File: src/rtl/fcmd_pkg.sv
package fcmd_pkg;

  localparam int KEY_W = 11;
  localparam logic [KEY_W-1:0] KEY_ADDR_A = 11'h555;
  localparam logic [KEY_W-1:0] KEY_ADDR_B = 11'h2AA;

  typedef enum logic [3:0] {
    K_RESET, K_KEY1, K_KEY2, K_AUTO, K_PROG, K_ERASE,
    K_SECTOR, K_WHOLE, K_SUSPEND, K_OTHER
  } cmdKind_t;

  // strobe bundle from the bus capture datapath to the control
  typedef struct packed {
    logic     valid;
    cmdKind_t kind;
    logic     atKeyA;
    logic     atKeyB;
  } hostWrite_t;

  typedef enum logic [3:0] {
    S_READ, S_SREAD, S_AUTO, S_KEY1, S_KEY2, S_PDATA,
    S_EKEY0, S_EKEY1, S_EKEY2, S_BPROG, S_BERASE, S_ERROR, S_INVAL
  } bankState_t;

  localparam logic [3:0] MODE_READ   = 4'd0;
  localparam logic [3:0] MODE_SREAD  = 4'd1;
  localparam logic [3:0] MODE_AUTO   = 4'd2;
  localparam logic [3:0] MODE_CMDSEQ = 4'd3;
  localparam logic [3:0] MODE_ERSEQ  = 4'd4;
  localparam logic [3:0] MODE_BPROG  = 4'd5;
  localparam logic [3:0] MODE_BERASE = 4'd6;
  localparam logic [3:0] MODE_ERROR  = 4'd7;
  localparam logic [3:0] MODE_INVAL  = 4'd8;

  localparam logic [1:0] OP_PROG   = 2'd0;
  localparam logic [1:0] OP_SECTOR = 2'd1;
  localparam logic [1:0] OP_BANK   = 2'd2;
  localparam logic [1:0] OP_RESUME = 2'd3;

  function automatic cmdKind_t decodeCmd(input logic [7:0] d);
    case (d)
      8'hF0:   return K_RESET;
      8'hAA:   return K_KEY1;
      8'h55:   return K_KEY2;
      8'h90:   return K_AUTO;
      8'hA0:   return K_PROG;
      8'h80:   return K_ERASE;
      8'h30:   return K_SECTOR;
      8'h10:   return K_WHOLE;
      8'hB0:   return K_SUSPEND;
      default: return K_OTHER;
    endcase
  endfunction

  function automatic logic [3:0] modeOf(input bankState_t s);
    case (s)
      S_READ:                  return MODE_READ;
      S_SREAD:                 return MODE_SREAD;
      S_AUTO:                  return MODE_AUTO;
      S_KEY1, S_KEY2, S_PDATA: return MODE_CMDSEQ;
      S_EKEY0, S_EKEY1,
      S_EKEY2:                 return MODE_ERSEQ;
      S_BPROG:                 return MODE_BPROG;
      S_BERASE:                return MODE_BERASE;
      S_ERROR:                 return MODE_ERROR;
      default:                 return MODE_INVAL;
    endcase
  endfunction

endpackage

File: src/rtl/fcmd_bus_capture.sv
module fcmd_bus_capture
  import fcmd_pkg::*;
#(
  parameter int ADDR_W = 16
) (
  input  logic              clk,
  input  logic              rstN,
  input  logic              weN,
  input  logic              ceN,
  input  logic [ADDR_W-1:0] addr,
  input  logic [7:0]        data,
  output hostWrite_t        wrOut,
  output logic [ADDR_W-1:0] wrAddr
);

  logic              weQ, ceQ, actD;
  logic [ADDR_W-1:0] addrQ, latAddr;
  logic [7:0]        dataQ;
  logic              actNow;

  assign actNow = !weQ && !ceQ;

  always_ff @(posedge clk or negedge rstN) begin
    if (!rstN) begin
      weQ     <= 1'b1;
      ceQ     <= 1'b1;
      actD    <= 1'b0;
      addrQ   <= '0;
      dataQ   <= '0;
      latAddr <= '0;
      wrAddr  <= '0;
      wrOut   <= '{valid: 1'b0, kind: K_OTHER, atKeyA: 1'b0, atKeyB: 1'b0};
    end else begin
      weQ   <= weN;
      ceQ   <= ceN;
      addrQ <= addr;
      dataQ <= data;
      actD  <= actNow;
      // both strobes low for the first time: address point
      if (actNow && !actD) latAddr <= addrQ;
      // first strobe back high: data point, write event
      wrOut.valid <= actD && !actNow;
      if (actD && !actNow) begin
        wrOut.kind   <= decodeCmd(dataQ);
        wrOut.atKeyA <= (latAddr[KEY_W-1:0] == KEY_ADDR_A);
        wrOut.atKeyB <= (latAddr[KEY_W-1:0] == KEY_ADDR_B);
        wrAddr       <= latAddr;
      end
    end
  end

endmodule

File: src/rtl/fcmd_bank_fsm.sv
module fcmd_bank_fsm
  import fcmd_pkg::*;
#(
  parameter int SECT_W = 3
) (
  input  logic              clk,
  input  logic              rstN,
  input  hostWrite_t        wr,
  input  logic              hit,
  input  logic [SECT_W-1:0] wrSector,
  input  logic              engDone,
  input  logic              engErr,
  output bankState_t        state,
  output logic              engStart,
  output logic [1:0]        engOp,
  output logic [SECT_W-1:0] suspSector,
  output logic              suspWhole
);

  bankState_t        stNext;
  logic              susp, suspNext, startNext, wholeNext, secLoad;
  logic [1:0]        opNext;
  bankState_t        homeSt;

  assign homeSt = susp ? S_SREAD : S_READ;

  always_comb begin
    stNext    = state;
    suspNext  = susp;
    startNext = 1'b0;
    opNext    = engOp;
    wholeNext = suspWhole;
    secLoad   = 1'b0;
    case (state)
      S_BPROG: begin
        if (engErr)       stNext = S_ERROR;
        else if (engDone) stNext = homeSt;
      end
      S_BERASE: begin
        if (engErr)       stNext = S_ERROR;
        else if (engDone) stNext = S_READ;
        else if (hit && wr.kind == K_SUSPEND) begin
          stNext   = S_SREAD;
          suspNext = 1'b1;
        end
      end
      default: begin
        if (hit) begin
          if (wr.kind == K_RESET) stNext = homeSt;
          else begin
            case (state)
              S_READ:
                stNext = (wr.kind == K_KEY1 && wr.atKeyA) ? S_KEY1 : S_INVAL;
              S_SREAD: begin
                if (wr.kind == K_KEY1 && wr.atKeyA) stNext = S_KEY1;
                else if (wr.kind == K_SECTOR) begin
                  stNext    = S_BERASE;
                  suspNext  = 1'b0;
                  startNext = 1'b1;
                  opNext    = OP_RESUME;
                end else if (wr.kind != K_SUSPEND) stNext = S_INVAL;
              end
              S_KEY1:
                stNext = (wr.kind == K_KEY2 && wr.atKeyB) ? S_KEY2 : S_INVAL;
              S_KEY2: begin
                stNext = S_INVAL;
                if (wr.atKeyA) begin
                  if (wr.kind == K_AUTO) stNext = S_AUTO;
                  else if (wr.kind == K_PROG) stNext = S_PDATA;
                  else if (wr.kind == K_ERASE && !susp) stNext = S_EKEY0;
                end
              end
              S_PDATA: begin
                stNext    = S_BPROG;
                startNext = 1'b1;
                opNext    = OP_PROG;
              end
              S_EKEY0:
                stNext = (wr.kind == K_KEY1 && wr.atKeyA) ? S_EKEY1 : S_INVAL;
              S_EKEY1:
                stNext = (wr.kind == K_KEY2 && wr.atKeyB) ? S_EKEY2 : S_INVAL;
              S_EKEY2: begin
                if (wr.kind == K_SECTOR) begin
                  stNext    = S_BERASE;
                  startNext = 1'b1;
                  opNext    = OP_SECTOR;
                  wholeNext = 1'b0;
                  secLoad   = 1'b1;
                end else if (wr.kind == K_WHOLE && wr.atKeyA) begin
                  stNext    = S_BERASE;
                  startNext = 1'b1;
                  opNext    = OP_BANK;
                  wholeNext = 1'b1;
                end else stNext = S_INVAL;
              end
              default: stNext = state;  // identification, error, invalid
            endcase
          end
        end
      end
    endcase
  end

  always_ff @(posedge clk or negedge rstN) begin
    if (!rstN) begin
      state      <= S_READ;
      susp       <= 1'b0;
      engStart   <= 1'b0;
      engOp      <= OP_PROG;
      suspWhole  <= 1'b0;
      suspSector <= '0;
    end else begin
      state     <= stNext;
      susp      <= suspNext;
      engStart  <= startNext;
      engOp     <= opNext;
      suspWhole <= wholeNext;
      if (secLoad) suspSector <= wrSector;
    end
  end

endmodule

File: src/rtl/fcmd_ctrl.sv
module fcmd_ctrl
  import fcmd_pkg::*;
#(
  parameter int NUM_BANKS = 2,
  parameter int ADDR_W    = 16,
  parameter int SECT_W    = 3
) (
  input  logic                   clk,
  input  logic                   rstN,
  input  hostWrite_t             wr,
  input  logic [ADDR_W-1:0]      wrAddr,
  input  logic [NUM_BANKS-1:0]   engDone,
  input  logic [NUM_BANKS-1:0]   engErr,
  input  logic [ADDR_W-1:0]      rdAddr,
  output logic [NUM_BANKS-1:0]   engStart,
  output logic [2*NUM_BANKS-1:0] engOp,
  output logic [4*NUM_BANKS-1:0] bankMode,
  output logic [NUM_BANKS-1:0]   errFlag,
  output logic                   rdInvalid
);

  localparam int BANK_W = (NUM_BANKS > 1) ? $clog2(NUM_BANKS) : 1;
  localparam int OFF_W  = ADDR_W - BANK_W;

  logic [BANK_W-1:0] wrBank, rdBank;
  logic [SECT_W-1:0] wrSector, rdSector;
  bankState_t        stArr [NUM_BANKS];
  logic [SECT_W-1:0] secArr [NUM_BANKS];
  logic              wholeArr [NUM_BANKS];

  assign wrBank   = wrAddr[ADDR_W-1 -: BANK_W];
  assign rdBank   = rdAddr[ADDR_W-1 -: BANK_W];
  assign wrSector = wrAddr[OFF_W-1 -: SECT_W];
  assign rdSector = rdAddr[OFF_W-1 -: SECT_W];

  for (genvar b = 0; b < NUM_BANKS; b++) begin : g_bank
    logic hitB;
    assign hitB = wr.valid && (wrBank == BANK_W'(b));

    fcmd_bank_fsm #(.SECT_W(SECT_W)) u_fsm (
      .clk       (clk),
      .rstN      (rstN),
      .wr        (wr),
      .hit       (hitB),
      .wrSector  (wrSector),
      .engDone   (engDone[b]),
      .engErr    (engErr[b]),
      .state     (stArr[b]),
      .engStart  (engStart[b]),
      .engOp     (engOp[2*b +: 2]),
      .suspSector(secArr[b]),
      .suspWhole (wholeArr[b])
    );

    assign bankMode[4*b +: 4] = modeOf(stArr[b]);
    assign errFlag[b]         = (stArr[b] == S_ERROR);
  end

  always_comb begin
    rdInvalid = 1'b0;
    for (int b = 0; b < NUM_BANKS; b++) begin
      if (rdBank == BANK_W'(b) && stArr[b] == S_SREAD &&
          (wholeArr[b] || secArr[b] == rdSector))
        rdInvalid = 1'b1;
    end
  end

endmodule

File: src/rtl/fcmd_iface.sv
module fcmd_iface
  import fcmd_pkg::*;
#(
  parameter int NUM_BANKS = 2,
  parameter int ADDR_W    = 16,
  parameter int SECT_W    = 3
) (
  input  logic                   clk,
  input  logic                   rstN,
  input  logic                   weN,
  input  logic                   ceN,
  input  logic [ADDR_W-1:0]      addr,
  input  logic [7:0]             data,
  input  logic [NUM_BANKS-1:0]   engDone,
  input  logic [NUM_BANKS-1:0]   engErr,
  output logic [NUM_BANKS-1:0]   engStart,
  output logic [2*NUM_BANKS-1:0] engOp,
  output logic [4*NUM_BANKS-1:0] bankMode,
  output logic [NUM_BANKS-1:0]   errFlag,
  input  logic [ADDR_W-1:0]      rdAddr,
  output logic                   rdInvalid
);

  hostWrite_t        wrEvt;
  logic [ADDR_W-1:0] wrAddr;

  fcmd_bus_capture #(.ADDR_W(ADDR_W)) u_cap (
    .clk   (clk),
    .rstN  (rstN),
    .weN   (weN),
    .ceN   (ceN),
    .addr  (addr),
    .data  (data),
    .wrOut (wrEvt),
    .wrAddr(wrAddr)
  );

  fcmd_ctrl #(.NUM_BANKS(NUM_BANKS), .ADDR_W(ADDR_W), .SECT_W(SECT_W)) u_ctrl (
    .clk      (clk),
    .rstN     (rstN),
    .wr       (wrEvt),
    .wrAddr   (wrAddr),
    .engDone  (engDone),
    .engErr   (engErr),
    .rdAddr   (rdAddr),
    .engStart (engStart),
    .engOp    (engOp),
    .bankMode (bankMode),
    .errFlag  (errFlag),
    .rdInvalid(rdInvalid)
  );

endmodule

File: config.mk
export PLATFORM = sky130hd
export DESIGN_NAME = fcmd_iface
export DESIGN_NICKNAME = d
export VERILOG_FILES = /design/src/rtl/fcmd_pkg.sv /design/src/rtl/fcmd_bus_capture.sv /design/src/rtl/fcmd_bank_fsm.sv /design/src/rtl/fcmd_ctrl.sv /design/src/rtl/fcmd_iface.sv
export SDC_FILE = /design/constraint.sdc
export NUM_CORES = 1
export LEC_CHECK = 0
export BUFFER_PORTS_ARGS = -buffer_cell sky130_fd_sc_hd__buf_4
export CAP_MARGIN = 20
export CELL_PAD_IN_SITES_DETAIL_PLACEMENT = 1
export CELL_PAD_IN_SITES_GLOBAL_PLACEMENT = 1
export CORE_AREA = 2 2 99 101
export DETAILED_ROUTE_END_ITERATION = 8
export DIE_AREA = 0 0 101 103
export PLACE_DENSITY = 0.86
export SYNTH_ARGS = -nofsm -noshare
export SYNTH_HDL_FRONTEND = slang
export SYNTH_SLANG_ARGS = --single-unit
File: constraint.sdc
create_clock -name clk -period 2.5 [get_ports clk]
set_input_delay 0.125 -clock clk [delete_from_list [all_inputs] [get_ports clk]]
set_output_delay 0.125 -clock clk [all_outputs]
set_load 0.02 [all_outputs]
==> reports/metrics.yaml, run 1 <==
outcome: "completed"
max-vdd-ir-drop_uv: 498
min_path_type: "in -> reg"
start_kind: "flop"
slew_violations: 0
dieArea_um2: 10400
remaining_drc_errors: 0
drt-pass1-iter-count: 4
syn_nets: 451
cts-buffers-inserted: 9
dp_slack_ps: 242
viasPerCell: 5.71
cp-startpoint: "u_cap.wrOut[2]"
syn_inst: 399
powerDensity_nw_per_um2: 885
grt_usage_pct: 22.2
clk_path_buf_depth: 2
synth_edf_count: 0
drive_gt1_share_pct: 27.1
r2r_start: "u_cap.wrOut[2]"
finalWeightedCongestion: 0.885
syn_to_final_growth_pct: 24.8
synth-main-ff-cell: "dfrtp_1"
setup_viol: 0
finalCriticalPeriod_ps: 2300
n_antenna_cell: 0
clock-root-buffer: "clkbuf_8"
yosysWarnings: 0
maxCapViolations: 0
slew_headroom_pct: 38.2
ys_seq_elements: 76
multi_input_area_um2: 1950
register_area_um2: 1910
htreeDepth: 3
drtIter0Drc: 112
cts_resized: 0
antenna_found_initial: 0
synth_cell_types: 75
cp_max_fo: 12
post-dp-hpwl_um: 7470
clock-sinks: 76
ant_nets: 0
grt_overflow: 0
fp.coreArea_um2: 9460
grt_pass1_wl_um: 17800
p_leak_nw: 2.21
crit_type: "reg -> reg"
fp.dieW_um: 101
synth.cell_area_um2: 4040
initial_core_util_pct: 42.7
io-pin-count: 65
clock_skew_ps: 17.2
fin_total_pwr_mw: 4.46
final_common_cell: "dfrtp_1"
synth_area_per_cell_um2: 10.1
wl_per_cell_um: 18.1
setup_slack_ps: 195
tightest_slew_ps: 927
finalHoldViolCount: 0
num-nets-final: 534
grt_max_degree: 77
fillCellCount: 1046
crit_required_ps: 2740
fmax_ghz: 0.434
die_y_um: 103
vias: 3429
cts_tree: "built"
clk_latency_ps: 360
drt_wl_total_um: 10900
final_util_pct: 53.3
clk_pin_slew_worst_paths_ps: 90
async_flop_share_pct: 100
rsz0062_at_grt: "no"
layout_common_cells: "72 x dfrtp_1, 67 x buf_4, 38 x nor2_1, 33 x nand2_1"
period_share_pct: 92.2
end_kind: "flop"
grt_pass1_vias: 3660
port_buffers: 51
row_count: 36
hp-start: "engErr[1]"
tns_ps: 0
yosysSeqAreaShare_pct: 47.2
arrival_ps: 2550
-- stage by stage --
| step | cells | hold slack [ps] | instance area (um^2) |
|---|---|---|---|
| floorplan | 399 | -171 | 4040 |
| global placement | 559 | 234 | 4550 |
| detailed placement | 559 | 234 | 4550 |
| CTS | 601 | 43.2 | 5040 |
| global route | 601 | 78.9 | 5040 |
| finish | 601 | 58.6 | 5040 |
-- metal layers --
| layer | track usage, % | up-vias | routed length (um) |
|---|---|---|---|
| li1 | - | 1611 | - |
| met1 | 26.0 | 1717 | 4560 |
| met2 | 40.1 | 82 | 5700 |
| met3 | 4.27 | 19 | 390 |
| met4 | 9.04 | 0 | 230 |
| met5 | 0 | - | 0 |
-- cell usage after synthesis (4+ instances only) --
| cell type | instances | area [um^2] |
|---|---|---|
| a21oi_1 | 26 | 130 |
| a22oi_1 | 4 | 30.0 |
| a31oi_1 | 9 | 56.3 |
| buf_6 | 5 | 56.3 |
| clkbuf_1 | 11 | 41.3 |
| dfrtp_1 | 72 | 1800 |
| dfstp_2 | 4 | 105 |
| ha_1 | 4 | 50.1 |
| inv_1 | 12 | 45.0 |
| mux2_2 | 24 | 270 |
| nand2_1 | 33 | 124 |
| nand2b_1 | 10 | 62.6 |
| nand4_1 | 6 | 37.5 |
| nor2_1 | 38 | 143 |
| nor2b_1 | 5 | 31.3 |
| nor3_1 | 13 | 65.1 |
| o21a_1 | 4 | 30.0 |
| o21ai_0 | 16 | 80.1 |
| o22ai_1 | 5 | 31.3 |
| xor2_1 | 8 | 70.1 |
-- sequential cells by signal, summed over array words and instances, names as in the netlist --
name and cells:
u_cap.actD 1, u_cap.addrQ 15, u_cap.ceQ 1, u_cap.dataQ 8, u_cap.latAddr 15, u_cap.weQ 1, u_cap.wrAddr 4, u_cap.wrOut 7
u_ctrl.g_bank.u_fsm.engOp 4, u_ctrl.g_bank.u_fsm.engStart 2, u_ctrl.g_bank.u_fsm.state 8, u_ctrl.g_bank.u_fsm.susp 2, u_ctrl.g_bank.u_fsm.suspSector 6, u_ctrl.g_bank.u_fsm.suspWhole 2
-- where the power goes --
part           total (mW)  internal, mW  switching (mW)
clock                1.08         0.578           0.503
sequential           1.57          1.40           0.164
combinational        1.81         0.765            1.05
total                4.46          2.74            1.72
-- cell type report --
class	instances	area share (%)
Multi-Input combinational cell	289	38.7
Sequential cell	76	37.8
Timing Repair Buffer	93	15.1
Tap cell	114	2.83
Clock buffer	9	2.46
Clock inverter	7	2.08
Inverter	13	0.968
-- repair_timing --
item | in CTS | in global routing
buffers inserted | 0 | 0
hold buffers | 26 | 0
endpoints found under the hold margin | 97 | 0
-- critical path: stages (launching register included) --
cell       delay (ps)
dfstp_2           680
nand4bb_1         200
or2_1             390
a211oi_1          310
a32oi_1           120
a22o_2            250
mux2_4            260
-- worst paths after layout --
check	end	slack (ps)	depth (start not counted)
setup / recovery	u_ctrl.g_bank[0].u_fsm.state[3]	200	6
hold / removal	u_ctrl.g_bank[1].u_fsm.state[3]	60	3
setup reg to reg	u_ctrl.g_bank[0].u_fsm.state[3]	200	6
hold reg to reg	u_cap.wrAddr[14]	480	2
max in group asynchronous	u_cap.wrOut[3]	1450	2
min in group asynchronous	u_ctrl.g_bank[1].u_fsm.state[2]	420	2
-- kinds of logic (layout without fill, tap and decap cells) --
logic type      after synthesis  after routing  synth area share, %
buf+inv                      34            122                 4.64
xor+xnor                      9              9                 1.95
fa+ha+maj                     4              4                 1.24
flops                        76             76                 47.2
mux                          28             28                 7.80
simple gates                146            146                 19.7
compound gates              102            102                 17.5
No activity file was read; power rests on OpenSTA's default activity.
==> run 2: changes to the inputs <==
--- a/config.mk
+++ b/config.mk
@@ -13,6 +13,7 @@
 export DETAILED_ROUTE_END_ITERATION = 8
 export DIE_AREA = 0 0 101 103
 export PLACE_DENSITY = 0.86
+export RECOVER_POWER = 50
 export SYNTH_ARGS = -nofsm -noshare
 export SYNTH_HDL_FRONTEND = slang
 export SYNTH_SLANG_ARGS = --single-unit
==> run 2 against run 1 <==
  * The flow now finishes with violations (max-capacitance violations, max-slew violations)
  * Cell area down 0.50%
  * Die area unchanged
  * Clock skew is essentially flat
  * Register-to-register slack hardly changed
  * Critical path type unchanged
  * Largest power group unchanged
==> reports/metrics.yaml, run 2 (same netlist as run 1, synthesis figures left out) <==
place_inst: 559  # unchanged
dieArea_um2: 10400  # unchanged
holdPathStages: 3  # unchanged
port_buffers: 51  # unchanged
wl_per_cell_um: 18.1  # -0.25%
crit_type: "reg -> reg"
p_sw_mw: 1.71  # -0.12%
setup_viol: 0  # unchanged
fillCellCount: 1048  # +0.19%
fin_hold_ws_ps: 63.5  # +4.95 ps
grt_use_met3_pct: 4.27  # unchanged
cts_resized: 0  # unchanged
setup_slack_ps: 192  # -2.82 ps
powerDensity_nw_per_um2: 884  # -0.11%
final_common_cell: "dfrtp_1"
final_util_pct: 53.0  # -0.26 points
clk_pin_slew_worst_paths_ps: 80  # about the same
max_stage_delay_ps: 680  # about the same
grt_pass1_wl_um: 17800  # unchanged
internal-power_mw: 2.72  # -0.90%
start_kind: "flop"
slew_headroom_pct: -20.8  # -59 points
reg2reg_slack_ps: 190  # about the same
die_y_um: 103  # unchanged
dpl-instance-area_um2: 4550  # unchanged
tns_ps: 0  # unchanged
design_area_um2: 5020  # -0.50%
drive_gt1_share_pct: 25.7  # -1.4 points
maxCapViolations: 1  # +1
failed_checks: "max-capacitance violations, max-slew violations"
arrival_ps: 2550  # about the same
remaining_drc_errors: 0  # unchanged
p_comb_share_pct: 40.4  # -0.3 points
row_count: 36  # unchanged
antenna_found_initial: 0  # unchanged
clock_skew_ps: 17.6  # +0.332 ps
finalWeightedCongestion: 0.885  # unchanged
p_clk_share_pct: 24.3  # about the same
register_area_um2: 1910  # unchanged
post_cts_buffers: 0  # unchanged
path_cells: "nand4bb_1 -> or2_1 -> a211oi_1 -> a32oi_1 -> a22o_2 -> mux2_4"
multi_input_area_um2: 1950  # unchanged
max-vdd-ir-drop_uv: 495  # -0.59%
gr-max-usage-layer: "met2"
finalCriticalPeriod_ps: 2310  # +2.82 ps
post-dp-hpwl_um: 7470  # unchanged
cp.depth: 6  # unchanged
critPathSlowestCell: "dfstp_2"
min_path_type: "in -> reg"
viasPerCell: 5.72  # +0.26%
clock-root-buffer: "clkbuf_8"
grt_max_degree: 77  # unchanged
crit_required_ps: 2740  # about the same
clock-sinks: 76  # unchanged
period_share_pct: 92.3  # +0.11 points
finalNonFillerCells: 601  # unchanged
biggestRegsByFlops: "u_cap.addrQ x15, u_cap.latAddr x15"
clk_path_buf_depth: 2  # unchanged
critPathTopFamily: "flip-flops"
worstRegToRegCells: 6  # unchanged
cts_tree: "built"
drt_wl_total_um: 10900  # -0.25%
drt-pass1-iter-count: 4  # unchanged
use_met2_pct: 40.1  # unchanged
drtIter0Drc: 113  # +0.89%
syn_to_final_growth_pct: 24.2
htreeDepth: 3  # unchanged
dp_slack_ps: 242  # unchanged
rsz0062_at_grt: "no"
ant_nets: 0  # unchanged
io-pin-count: 65  # unchanged
fp.dieW_um: 101  # unchanged
grt_pass1_vias: 3660  # unchanged
cp.buffers_inverters: 0  # unchanged
hp-start: "engErr[1]"
vias: 3438  # +0.26%
r2r_start: "u_cap.wrOut[2]"
finalHoldViolCount: 0  # unchanged
grt_usage_pct: 22.2  # unchanged
fin_total_pwr_mw: 4.43  # -0.60%
clk_latency_ps: 360  # about the same
ctsHoldBuffers: 26  # unchanged
tightest_slew_ps: 1810  # +885 ps
n_antenna_cell: 0  # unchanged
slew_violations: 77  # +77
num-nets-final: 534  # unchanged
whs_endpoint: "u_ctrl.g_bank[1].u_fsm.state[3]"
p_leak_nw: 2.17  # -1.4%
end_kind: "flop"
fp.coreArea_um2: 9460  # unchanged
fmax_ghz: 0.433  # -0.12%
layout_common_cells: "72 x dfrtp_1, 38 x nor2_1, 35 x buf_4, 33 x nand2_1"
initial_core_util_pct: 42.7  # unchanged
p_sw_share_pct: 38.7  # +0.19 points
power_frac_seq_pct: 35.3  # +0.2 points
outcome: "complete, but fails checks"
cp_max_fo: 12  # unchanged
cts-buffers-inserted: 9  # unchanged
grt_overflow: 0  # unchanged
met1_usage_pct: 26.0  # unchanged
r2r_end: "u_ctrl.g_bank[0].u_fsm.state[3]"
==> run 2: changes by cell type in the layout (fill, tap and decap cells not counted) <==
cell | before | now
clkbuf_1 | 0 | 6
clkbuf_4 | 0 | 25
dfstp_1 | 0 | 1
dfstp_2 | 4 | 3
buf_4 | 67 | 35
clkbuf_2 | 0 | 1
==> run 2: worst min-delay path, stage by stage <==
cell     delay, ps
buf_4          100
nand2_1         70
o21ai_1         80
==> run 2: how the worst max path moves through the flow <==
stage	slack, ps	startpoint	to
2_1_floorplan	500	u_cap.wrOut[4]	u_ctrl.g_bank[0].u_fsm.state[3]
3_3_place_gp	360	u_cap.wrOut[5]	u_ctrl.g_bank[1].u_fsm.state[2]
3_5_place_dp	240	u_cap.wrOut[2]	u_ctrl.g_bank[0].u_fsm.state[3]
4_1_cts	230	u_cap.wrOut[2]	u_ctrl.g_bank[0].u_fsm.state[3]
5_1_grt	50	u_cap.wrOut[4]	u_ctrl.g_bank[1].u_fsm.state[2]
6_report	190	u_cap.wrOut[2]	u_ctrl.g_bank[0].u_fsm.state[3]
==> run 2: final cells by class <==
type / instances / area share (%)
Timing Repair Buffer: 93 / 14.7
Multi-Input combinational cell: 289 / 38.9
Tap cell: 114 / 2.84
Clock buffer: 9 / 2.47
Clock inverter: 7 / 2.10
Sequential cell: 76 / 38.0
Inverter: 13 / 0.973
==> run 2: per-layer routing <==
layer | up-vias | part of all wire, % | wire length, um
met5 | - | 0 | 0
li1 | 1613 | - | -
met2 | 87 | 53 | 5720
met4 | 0 | 2.1 | 223
met3 | 19 | 3.7 | 399
met1 | 1719 | 42 | 4510
==> run 2: power by group through the flow <==
stage	Combinational, mW	Clock (mW)	Sequential, mW
finish	1.79	1.08	1.56
global route	1.96	1.16	1.59
CTS	1.81	1.11	1.56
detailed placement	1.76	0	1.58
global placement	1.70	0	1.57
floorplan	1.19	0	1.56
